<file path="config.mk">
export PLATFORM = sky130hd
export DESIGN_NAME = vfd_dispatch
export DESIGN_NICKNAME = d
export VERILOG_FILES = /design/src/rtl/vfd_pkg.sv /design/src/rtl/vfd_fifo.sv /design/src/rtl/vfd_drain.sv /design/src/rtl/vfd_mems.sv /design/src/rtl/vfd_dispatch.sv
export SDC_FILE = /design/constraint.sdc
export NUM_CORES = 2
export LEC_CHECK = 0
export CAP_MARGIN = 20
export CORE_MARGIN = 2
export CORE_UTILIZATION = 43
export CTS_CLUSTER_SIZE = 28
export DETAILED_ROUTE_END_ITERATION = 16
export HOLD_SLACK_MARGIN = 0.02
export PLACE_DENSITY = 0.62
export SYNTH_ARGS = -nofsm -noshare
export SYNTH_HDL_FRONTEND = slang
export SYNTH_HIERARCHICAL = 1
export SYNTH_SLANG_ARGS = --single-unit
export TNS_END_PERCENT = 10
</file>
<file path="constraint.sdc">
create_clock -name clk -period 1.5 [get_ports clk]
set_input_delay 0.45 -clock clk [delete_from_list [all_inputs] [get_ports clk]]
set_output_delay 0.45 -clock clk [all_outputs]
set_load 0.01 [all_outputs]
</file>
<file path="src/rtl/vfd_pkg.sv">
package vfd_pkg;
  localparam int ADDR_W = 16;
  localparam int DATA_W = 16;
  localparam int CODE_W = 6;
  localparam int CYC_W  = 16;
  localparam int TS_W   = CYC_W + 3;
  localparam int AINC_W = 8;
  localparam int DMA_BIT = 5;

  localparam logic [3:0] OP_VRAM_WR = 4'b0001;
  localparam logic [3:0] OP_CRAM_WR = 4'b0011;
  localparam logic [3:0] OP_VS_WR   = 4'b0101;
  localparam logic [3:0] OP_VRAM_RD = 4'b0000;
  localparam logic [3:0] OP_CRAM_RD = 4'b1000;
  localparam logic [3:0] OP_VS_RD   = 4'b0100;

  typedef struct packed {
    logic [TS_W-1:0]   ts;
    logic [ADDR_W-1:0] addr;
    logic [DATA_W-1:0] val;
    logic [CODE_W-1:0] code;
    logic              partial;
  } fent_t;
endpackage

</file>
<file path="src/rtl/vfd_fifo.sv">
module vfd_fifo
  import vfd_pkg::*;
#(
  parameter int DEPTH = 4
) (
  input  logic  clk,
  input  logic  rst_n,
  input  logic  push,
  input  fent_t push_ent,
  input  logic  pop,
  input  logic  set_partial,
  output fent_t head,
  output logic  full,
  output logic  empty
);
  localparam int PTR_W = (DEPTH > 1) ? $clog2(DEPTH) : 1;
  localparam int CNT_W = $clog2(DEPTH + 1);

  logic [PTR_W-1:0] wr_q, wr_d, rd_q, rd_d;
  logic [CNT_W-1:0] cnt_q, cnt_d;
  fent_t            slot_q [DEPTH];

  function automatic logic [PTR_W-1:0] step_ptr(input logic [PTR_W-1:0] p);
    return (p == PTR_W'(DEPTH - 1)) ? '0 : p + 1'b1;
  endfunction

  always_comb begin
    wr_d = push ? step_ptr(wr_q) : wr_q;
    rd_d = pop  ? step_ptr(rd_q) : rd_q;
    case ({push, pop})
      2'b10:   cnt_d = cnt_q + 1'b1;
      2'b01:   cnt_d = cnt_q - 1'b1;
      default: cnt_d = cnt_q;
    endcase
  end

  always_ff @(posedge clk or negedge rst_n) begin
    if (!rst_n) begin
      wr_q  <= '0;
      rd_q  <= '0;
      cnt_q <= '0;
    end else begin
      wr_q  <= wr_d;
      rd_q  <= rd_d;
      cnt_q <= cnt_d;
    end
  end

  always_ff @(posedge clk) begin
    if (push) slot_q[wr_q] <= push_ent;
    if (set_partial) slot_q[rd_q].partial <= 1'b1;
  end

  assign head  = slot_q[rd_q];
  assign full  = (cnt_q == CNT_W'(DEPTH));
  assign empty = (cnt_q == '0);

  AST_NO_OVERFLOW: assert property (@(posedge clk) disable iff (!rst_n)
    push |-> !full);
  AST_POP_VALID: assert property (@(posedge clk) disable iff (!rst_n)
    pop |-> !empty);
  AST_CNT_UP: assert property (@(posedge clk) disable iff (!rst_n)
    (push && !pop) |=> cnt_q == $past(cnt_q) + 1'b1);
  AST_CNT_BOTH: assert property (@(posedge clk) disable iff (!rst_n)
    (push && pop) |=> $stable(cnt_q));
  AST_PARTIAL_KEEP: assert property (@(posedge clk) disable iff (!rst_n)
    set_partial |=> (!empty && head.partial));
endmodule

</file>
<file path="src/rtl/vfd_drain.sv">
module vfd_drain
  import vfd_pkg::*;
#(
  parameter int VRAM_AW  = 8,
  parameter int CRAM_AW  = 6,
  parameter int VS_DEPTH = 40
) (
  input  logic               clk,
  input  logic               rst_n,
  input  logic               slot,
  input  logic               empty,
  input  fent_t              head,
  input  logic               dma_en,
  output logic               pop,
  output logic               set_partial,
  output logic               dma_go,
  output logic               vram_we,
  output logic [VRAM_AW-1:0] vram_idx,
  output logic [7:0]         vram_byte,
  output logic               cram_we,
  output logic [CRAM_AW-1:0] cram_idx,
  output logic               vs_we,
  output logic [5:0]         vs_idx,
  output logic [DATA_W-1:0]  wword,
  output logic               dma_start,
  output logic [DATA_W-1:0]  dma_val,
  output logic [CODE_W-1:0]  dma_code,
  output logic               retire_valid,
  output logic [TS_W-1:0]    retire_ts
);
  localparam logic [6:0] VS_LIM = 7'(VS_DEPTH);

  logic              step;
  logic              dma_start_q;
  logic [DATA_W-1:0] dma_val_q;
  logic [CODE_W-1:0] dma_code_q;
  logic              ret_q;
  logic [TS_W-1:0]   ts_q;
  logic              unused_head;

  assign unused_head = ^head;
  assign step     = slot && !empty;
  assign cram_idx = head.addr[CRAM_AW:1];
  assign vs_idx   = head.addr[6:1];
  assign wword    = head.val;

  always_comb begin
    pop         = 1'b0;
    set_partial = 1'b0;
    dma_go      = 1'b0;
    vram_we     = 1'b0;
    cram_we     = 1'b0;
    vs_we       = 1'b0;
    vram_idx    = head.addr[VRAM_AW-1:0];
    vram_byte   = head.val[15:8];
    if (step) begin
      if (dma_en && head.code[DMA_BIT]) begin
        dma_go = 1'b1;
        pop    = 1'b1;
      end else begin
        case (head.code[3:0])
          OP_VRAM_WR: begin
            vram_we = 1'b1;
            if (!head.partial) begin
              set_partial = 1'b1;
            end else begin
              vram_idx  = head.addr[VRAM_AW-1:0] ^ VRAM_AW'(1);
              vram_byte = head.val[7:0];
              pop       = 1'b1;
            end
          end
          OP_CRAM_WR: begin
            cram_we = 1'b1;
            pop     = 1'b1;
          end
          OP_VS_WR: begin
            vs_we = ({1'b0, head.addr[6:1]} < VS_LIM);
            pop   = 1'b1;
          end
          default: pop = 1'b1;
        endcase
      end
    end
  end

  always_ff @(posedge clk or negedge rst_n) begin
    if (!rst_n) begin
      dma_start_q <= 1'b0;
      ret_q       <= 1'b0;
    end else begin
      dma_start_q <= dma_go;
      ret_q       <= pop;
    end
  end

  always_ff @(posedge clk) begin
    if (dma_go) begin
      dma_val_q  <= head.val;
      dma_code_q <= head.code;
    end
    if (pop) ts_q <= head.ts;
  end

  assign dma_start    = dma_start_q;
  assign dma_val      = dma_val_q;
  assign dma_code     = dma_code_q;
  assign retire_valid = ret_q;
  assign retire_ts    = ts_q;

  AST_ONE_STEP: assert property (@(posedge clk) disable iff (!rst_n)
    !slot |-> !(pop || set_partial || vram_we || cram_we || vs_we));
endmodule

</file>
<file path="src/rtl/vfd_mems.sv">
module vfd_mems
  import vfd_pkg::*;
#(
  parameter int VRAM_AW  = 8,
  parameter int CRAM_AW  = 6,
  parameter int VS_DEPTH = 40
) (
  input  logic               clk,
  input  logic               rst_n,
  input  logic               vram_we,
  input  logic [VRAM_AW-1:0] vram_idx,
  input  logic [7:0]         vram_byte,
  input  logic               cram_we,
  input  logic [CRAM_AW-1:0] cram_idx,
  input  logic               vs_we,
  input  logic [5:0]         vs_idx,
  input  logic [DATA_W-1:0]  wword,
  input  logic [ADDR_W-1:0]  rd_addr,
  input  logic [3:0]         rd_op,
  output logic [DATA_W-1:0]  rd_word
);
  localparam int VRAM_N = 2 ** VRAM_AW;
  localparam int CRAM_N = 2 ** CRAM_AW;
  localparam logic [6:0] VS_LIM = 7'(VS_DEPTH);

  logic [7:0]        vram  [VRAM_N];
  logic [DATA_W-1:0] cram  [CRAM_N];
  logic [DATA_W-1:0] vsram [VS_DEPTH];

  logic [VRAM_AW-1:0] ra_v;
  logic [5:0]         ra_s;
  logic               unused_raddr;

  assign unused_raddr = ^rd_addr;
  assign ra_v = rd_addr[VRAM_AW-1:0];
  assign ra_s = rd_addr[6:1];

  always_ff @(posedge clk) begin
    if (vram_we) vram[vram_idx] <= vram_byte;
    if (cram_we) cram[cram_idx] <= wword;
    if (vs_we)   vsram[vs_idx]  <= wword;
  end

  always_comb begin
    case (rd_op)
      OP_VRAM_RD: rd_word = {vram[ra_v], vram[ra_v ^ VRAM_AW'(1)]};
      OP_CRAM_RD: rd_word = cram[rd_addr[CRAM_AW:1]];
      OP_VS_RD:   rd_word = ({1'b0, ra_s} < VS_LIM) ? vsram[ra_s] : '0;
      default:    rd_word = '0;
    endcase
  end

  AST_VS_RANGE: assert property (@(posedge clk) disable iff (!rst_n)
    vs_we |-> ({1'b0, vs_idx} < VS_LIM));
  AST_ONE_MEM: assert property (@(posedge clk) disable iff (!rst_n)
    $countones({vram_we, cram_we, vs_we}) <= 1);
endmodule

</file>
<file path="src/rtl/vfd_dispatch.sv">
module vfd_dispatch
  import vfd_pkg::*;
#(
  parameter int FIFO_DEPTH = 4,
  parameter int VRAM_AW    = 8,
  parameter int CRAM_AW    = 6,
  parameter int VS_DEPTH   = 40
) (
  input  logic              clk,
  input  logic              rst_n,
  input  logic              ctl_half,
  input  logic              ctl_load,
  input  logic [CODE_W-1:0] ctl_code,
  input  logic [ADDR_W-1:0] ctl_addr,
  input  logic [AINC_W-1:0] autoinc,
  input  logic              dma_en,
  input  logic              wr_en,
  input  logic [DATA_W-1:0] wr_data,
  input  logic [CYC_W-1:0]  host_cyc,
  output logic              wr_stall,
  input  logic              rd_req,
  output logic              rd_valid,
  output logic [DATA_W-1:0] rd_data,
  input  logic              drain_slot,
  output logic              pending,
  output logic [ADDR_W-1:0] cur_addr,
  output logic              dma_start,
  output logic [DATA_W-1:0] dma_val,
  output logic [CODE_W-1:0] dma_code,
  output logic              retire_valid,
  output logic [TS_W-1:0]   retire_ts
);
  logic rst_meta, rst_s;

  always_ff @(posedge clk or negedge rst_n) begin
    if (!rst_n) begin
      rst_meta <= 1'b0;
      rst_s    <= 1'b0;
    end else begin
      rst_meta <= 1'b1;
      rst_s    <= rst_meta;
    end
  end

  logic [ADDR_W-1:0] addr_q, addr_d;
  logic [CODE_W-1:0] code_q, code_d;
  logic              pend_q, pend_d;
  logic              busy_q, busy_d;
  logic              rv_q, rsp;
  logic [DATA_W-1:0] rdat_q, rdat_d, mem_word;
  logic              push, full, empty, pop, set_partial, dma_go;
  fent_t             new_ent, head;
  logic               vram_we, cram_we, vs_we;
  logic [VRAM_AW-1:0] vram_idx;
  logic [7:0]         vram_byte;
  logic [CRAM_AW-1:0] cram_idx;
  logic [5:0]         vs_idx;
  logic [DATA_W-1:0]  wword;
  logic               unused_code;

  assign unused_code = ^code_q[CODE_W-1:4];
  assign push = wr_en && !full;

  always_comb begin
    new_ent.ts      = TS_W'({host_cyc, 3'b000}) - TS_W'(host_cyc);
    new_ent.addr    = addr_q;
    new_ent.val     = wr_data;
    new_ent.code    = code_q;
    new_ent.partial = 1'b0;
  end

  always_comb begin
    if (ctl_load)    addr_d = ctl_addr;
    else if (dma_go) addr_d = head.addr;
    else if (push)   addr_d = addr_q + ADDR_W'(autoinc);
    else             addr_d = addr_q;
    code_d = ctl_load ? ctl_code : code_q;
    if (ctl_load || push || rd_req) pend_d = 1'b0;
    else if (ctl_half)              pend_d = 1'b1;
    else                            pend_d = pend_q;
    rsp    = busy_q && (code_q[0] || empty);
    rdat_d = code_q[0] ? '0 : mem_word;
    if (rd_req && !busy_q) busy_d = 1'b1;
    else if (rsp)          busy_d = 1'b0;
    else                   busy_d = busy_q;
  end

  always_ff @(posedge clk or negedge rst_s) begin
    if (!rst_s) begin
      addr_q <= '0;
      code_q <= '0;
      pend_q <= 1'b0;
      busy_q <= 1'b0;
      rv_q   <= 1'b0;
      rdat_q <= '0;
    end else begin
      addr_q <= addr_d;
      code_q <= code_d;
      pend_q <= pend_d;
      busy_q <= busy_d;
      rv_q   <= rsp;
      if (rsp) rdat_q <= rdat_d;
    end
  end

  vfd_fifo #(.DEPTH(FIFO_DEPTH)) u_fifo (
    .clk(clk), .rst_n(rst_s), .push(push), .push_ent(new_ent), .pop(pop),
    .set_partial(set_partial), .head(head), .full(full), .empty(empty)
  );

  vfd_drain #(.VRAM_AW(VRAM_AW), .CRAM_AW(CRAM_AW), .VS_DEPTH(VS_DEPTH)) u_drain (
    .clk(clk), .rst_n(rst_s), .slot(drain_slot), .empty(empty), .head(head),
    .dma_en(dma_en), .pop(pop), .set_partial(set_partial), .dma_go(dma_go),
    .vram_we(vram_we), .vram_idx(vram_idx), .vram_byte(vram_byte),
    .cram_we(cram_we), .cram_idx(cram_idx), .vs_we(vs_we), .vs_idx(vs_idx),
    .wword(wword), .dma_start(dma_start), .dma_val(dma_val), .dma_code(dma_code),
    .retire_valid(retire_valid), .retire_ts(retire_ts)
  );

  vfd_mems #(.VRAM_AW(VRAM_AW), .CRAM_AW(CRAM_AW), .VS_DEPTH(VS_DEPTH)) u_mems (
    .clk(clk), .rst_n(rst_s), .vram_we(vram_we), .vram_idx(vram_idx),
    .vram_byte(vram_byte), .cram_we(cram_we), .cram_idx(cram_idx),
    .vs_we(vs_we), .vs_idx(vs_idx), .wword(wword), .rd_addr(addr_q),
    .rd_op(code_q[3:0]), .rd_word(mem_word)
  );

  assign wr_stall = full;
  assign rd_valid = rv_q;
  assign rd_data  = rdat_q;
  assign pending  = pend_q;
  assign cur_addr = addr_q;

  AST_AINC: assert property (@(posedge clk) disable iff (!rst_s)
    (push && !ctl_load && !dma_go) |=> addr_q == $past(addr_q) + ADDR_W'($past(autoinc)));
  AST_DMA_RESTORE: assert property (@(posedge clk) disable iff (!rst_s)
    (dma_go && !ctl_load) |=> (addr_q == $past(head.addr) && dma_start));
  AST_READ_GATE: assert property (@(posedge clk) disable iff (!rst_s)
    (busy_q && code_q[0]) |=> (rd_valid && rd_data == '0));
  AST_READ_WAIT: assert property (@(posedge clk) disable iff (!rst_s)
    (busy_q && !code_q[0] && !empty) |=> !rd_valid);
endmodule

</file>
==> impl_summary.md <==
Run status
The run finished, with violations left. The final reports fail on negative setup slack.

STA
The final hold violation count is 0. The fmax is roughly 0.28 GHz. The final count of pins violating max slew came to 0.

The maximum clock skew at final layout is around 0.12 ns. The worst slack on hold paths is roughly 0.074 ns. The worst-margin pin slew is between 1 and 1.5 ns. The routed design could run at a clock period as short as 3.60 ns. The share of the cycle needed by the critical path after routing is 2.40. The worst slew slack as a fraction of its limit is 0.318. The count of endpoints failing setup in the final report is 7915. In the post-route analysis, the smallest setup slack over all paths is -2.10 ns. Setup repair after global routing could not meet its margin everywhere. After routing, the total negative slack on setup checks comes to -12097.70 ns.

Placed design
Port buffering added 147 buffers. The post-placement setup slack is -2.86 ns. The final estimated routing congestion in global placement is 0.949.

After detailed placement, the total cell area comes to around 200000 µm². The post-DP HPWL is 371 mm.

Power and ir drop
The sequential group share of total power is 0.337. The share of total power dissipated in combinational logic is 0.428. For this design the static power due to leakage is 72.1 nW. The internal power of the cells totals 288 mW. The switching share of power is 0.347. The worst-case vdd ir drop is 0.00183 V. The net load switching power is 153 mW. In this run the power density over the cells is 2000 nW/µm². The share of total power dissipated in the clock network is 0.235.

Drt
The DRC marker count from the first detailed-route iteration is 14300. The number of vias per cell after detailed routing is around 6.3. The number of optimization iterations in the first detailed-route pass is 6. In the routed design, unresolved DRC markers number 0. The count of nets left with antenna violations once routing finished came out at 0. The routed layout has 102000 vias. In the final routed layout, each cell accounts on average for 34.9 µm.

The total wire length after detailed routing is 563 mm.

Synth
The average instance in the mapped netlist occupies 20.7 µm². In the synthesized netlist the async set-or-reset flop fraction comes to 0.0129. Among all flip-flop cells after synthesis, the most frequent one is sky130_fd_sc_hd__edfxtp_1. The share of the Yosys chip area taken by registers is 0.695. For this run, the number of Yosys warnings is 6. The total of flip-flops plus latches after synthesis is between 4000 and 5000. By area the synthesized netlist is led by sky130_fd_sc_hd__edfxtp_1 (69%), sky130_fd_sc_hd__mux4_2 (21%), sky130_fd_sc_hd__mux2i_1 (1.3%).

The share of the synthesized area in the top cell type is 0.687. The cell count after synthesis came out at 8394. The most area-hungry cell type in the Yosys netlist is sky130_fd_sc_hd__edfxtp_1. The synthesized design contains 3981 enable-type register cells.

The synthesized area is 174000 µm². After synthesis, the netlist uses 93 different library cells.

CTS
Counting the buffers created by CTS gives 412. After clock tree synthesis, the clock-pin slew on the worst setup and hold paths is ~0.07 ns. For the worst-skew pair, the clock arrives at the later sink with an insertion delay of 1.05 ns. The H-tree depth is 5.

The clock root buffer is sky130_fd_sc_hd__clkbuf_16. The CTS tree is built. The number of clock sinks is 4037. No sink is reached through more buffers than the 4 on the longest clock path.

Layout
The area of all placed cells without fillers is 221000 µm². The area overhead of the layout relative to synthesis is 27.0%. After filler insertion, the fill cell instance count of the layout stands at 30300. The fraction of final layout cells sized beyond drive strength 1 is 0.450. At the end of the flow the core is filled with cells to 0.548. At the end of the flow, the number of nets in the layout was 10500.

GRT
The number of antenna violations at the first check in global routing was 26. In the global route stage, overall resource usage came out at 0.268. The total overflow left after global routing is 0. The largest net degree at the start of global routing is roughly 130.

The number of global-route vias before repair came to 101000. The first global-routing pass estimated 775 mm of wire.

Worst setup path
Data arrives at the worst endpoint at 4.45 ns. For this design, the slowest cell found on the critical path is sky130_fd_sc_hd__dfrtp_4. The signal on the critical path passes through buf_12, buf_12, buf_8, buf_12, buf_16, mux4_2, mux4_2, a22oi_2, nand4_1, buf_4, a221o_1, nand2b_1, o21ai_1. The peak fanout along the critical path is 7.

For the worst setup path, the data required time is 2.35 ns. The startpoint class of the critical path is a flop. The nature of the critical path endpoint is a flop. The peak per-stage delay on the critical path is ~0.5 ns.

The most numerous cell type found on the critical path is sky130_fd_sc_hd__buf_12. The class of the most critical setup path is reg2reg.

Worst hold path
The worst hold path belongs to the class in2reg.

Floorplanning
After floorplanning, the core was sized to cover 403000 µm². The height of the die is 640 µm. The number of placement rows is around 230. The initial utilization of the core area, before any placement, comes to 0.432. about 150 I/O pins were placed. The die outline area is 410000 µm². Measured along the x axis, the die boundary spans 640 µm.

Run
Across the run, the number of max-cap violations was 0.
[through the flow]
| step | total power [mW] | cells |
|---|---|---|
| after CTS | 433 | 16000 |
| after global placement | 313 | 15100 |
| after floorplan | 240 | 8397 |
| after global routing | 453 | 16100 |
| final | 441 | 16100 |
| after detailed placement | 316 | 15100 |
[logic make-up after synthesis]
family | Yosys count | synth area share
xor gates and xnor gates | 26 | 0.00131
buffers and inverters | 648 | 0.0230
DFF | 4037 | 0.695
muxes | 1868 | 0.223
AOI/OAI and AO/OA | 714 | 0.0283
other | 2 | 0.0000431
and+or+nand+nor | 1066 | 0.0271
adders and majority gates | 33 | 0.00246
[state kept, by name, indices dropped and copies added, names as in the netlist, 2 cells and up]
signal / flops
u_fifo/cnt_q: 3
rd_data: 16
u_fifo/wr_q: 2
u_mems/vram: 2048
code_q: 6
u_drain/dma_code: 6
u_fifo/slot_q: 232
u_mems/vsram: 640
u_drain/dma_val: 16
u_drain/retire_ts: 19
u_fifo/rd_q: 2
cur_addr: 16
u_mems/cram: 1024
[power by group through the flow]
| stage | logic (mW) | clock network, mW | registers [mW] |
|---|---|---|---|
| floorplan | 89.0 | 0 | 151 |
| global placement | 163 | 0 | 151 |
| detailed placement | 165 | 0 | 151 |
| CTS | 179 | 105 | 149 |
| global route | 195 | 109 | 149 |
| finish | 189 | 104 | 149 |
[worst max-delay path: cells and delay by family, from the launching register on]
kind | cells | cell delay, ns
buffers and inverters | 6 | 0.96
AOI/OAI and AO/OA | 3 | 0.71
and+or+nand+nor | 2 | 0.33
DFF | 1 | 0.49
muxes | 2 | 0.98
[per-layer routing]
| layer | global-route usage | routed length (µm) | up-vias |
|---|---|---|---|
| li1 | - | - | 39900 |
| met4 | 0.106 | 27500 | 10 |
| met2 | 0.427 | 268000 | 6074 |
| met5 | 0 | 66 | - |
| met1 | 0.361 | 209000 | 54500 |
| met3 | 0.0590 | 58900 | 1062 |
[cells in the final DEF (no fill, tap or decap), drive strengths merged, types with 10 or more instances in the layout]
cell type / count
o22ai: 44
dfrtp: 52
o31ai: 13
nor3: 48
clkbuf: 534
edfxtp: 3981
and2: 21
clkdlybuf4s50: 136
buf: 1974
xnor2: 19
nand3: 76
a22oi: 151
mux2i: 230
a31oi: 15
bufbuf: 24
mux4: 1604
nand2b: 36
a21o: 14
a221oi: 66
o221ai: 19
a22o: 23
a211oi: 21
a21oi: 122
ha: 31
clkinvlp: 22
nor2b: 39
o211ai: 16
a221o: 14
mux2: 34
diode: 15
inv: 55
nor2: 469
nor4: 15
bufinv: 48
clkinv: 163
a2111oi: 10
nand2: 299
o21ai: 131
nand4: 19
[cell type report]
type	instances	area (µm²)	share of cell area
antenna	15	37.5	0.000170
clock buffer	508	10800	0.0490
clock inverter	250	2730	0.0124
inverter	38	169	0.000764
multi-input combinational	3712	53000	0.240
sequential	4037	121000	0.547
tap	5405	6760	0.0306
timing repair buffer	2167	26500	0.120
[Yosys cell counts (44+ instances only)]
master	number
sky130_fd_sc_hd__mux2i_1	230
sky130_fd_sc_hd__buf_4	163
sky130_fd_sc_hd__clkbuf_1	144
sky130_fd_sc_hd__a21oi_1	121
sky130_fd_sc_hd__a22oi_1	151
sky130_fd_sc_hd__edfxtp_1	3981
sky130_fd_sc_hd__nor2_1	469
sky130_fd_sc_hd__nand3_1	76
sky130_fd_sc_hd__dfrtp_1	52
sky130_fd_sc_hd__o22ai_1	44
sky130_fd_sc_hd__mux4_2	1604
sky130_fd_sc_hd__a221oi_1	65
sky130_fd_sc_hd__buf_2	193
sky130_fd_sc_hd__nand2_1	299
sky130_fd_sc_hd__o21ai_0	108
sky130_fd_sc_hd__nor3_1	46
sky130_fd_sc_hd__buf_6	81
[path summary, 6_finish.rpt]
path                                  start              endpoint  slack (ns)  cells after the start
worst max register to register  cur_addr[0]            rd_data[7]       -2.10                     13
worst min-delay path             wr_data[5]  u_fifo/slot_q[0][12]        0.07                      1
max in group asynchronous             rst_s           cur_addr[1]        0.74                      1
min in group asynchronous             rst_n                 rst_s        0.24                      2
worst min register to register        rst_s          cur_addr[12]        0.27                      1
worst max-delay path            cur_addr[0]            rd_data[7]       -2.10                     13
[timing repair]
| action | CTS | global route |
|---|---|---|
| gates cloned | 44 | 35 |
| endpoints found under the setup margin | 7907 | 7916 |
| buffers inserted | 100 | 81 |
| hold buffers | 7 | 0 |
| pin swaps | 104 | 114 |
| endpoints found under the hold margin | 21 | 0 |
| resized for setup | 605 | 307 |
(Power assumes the default switching activity.)
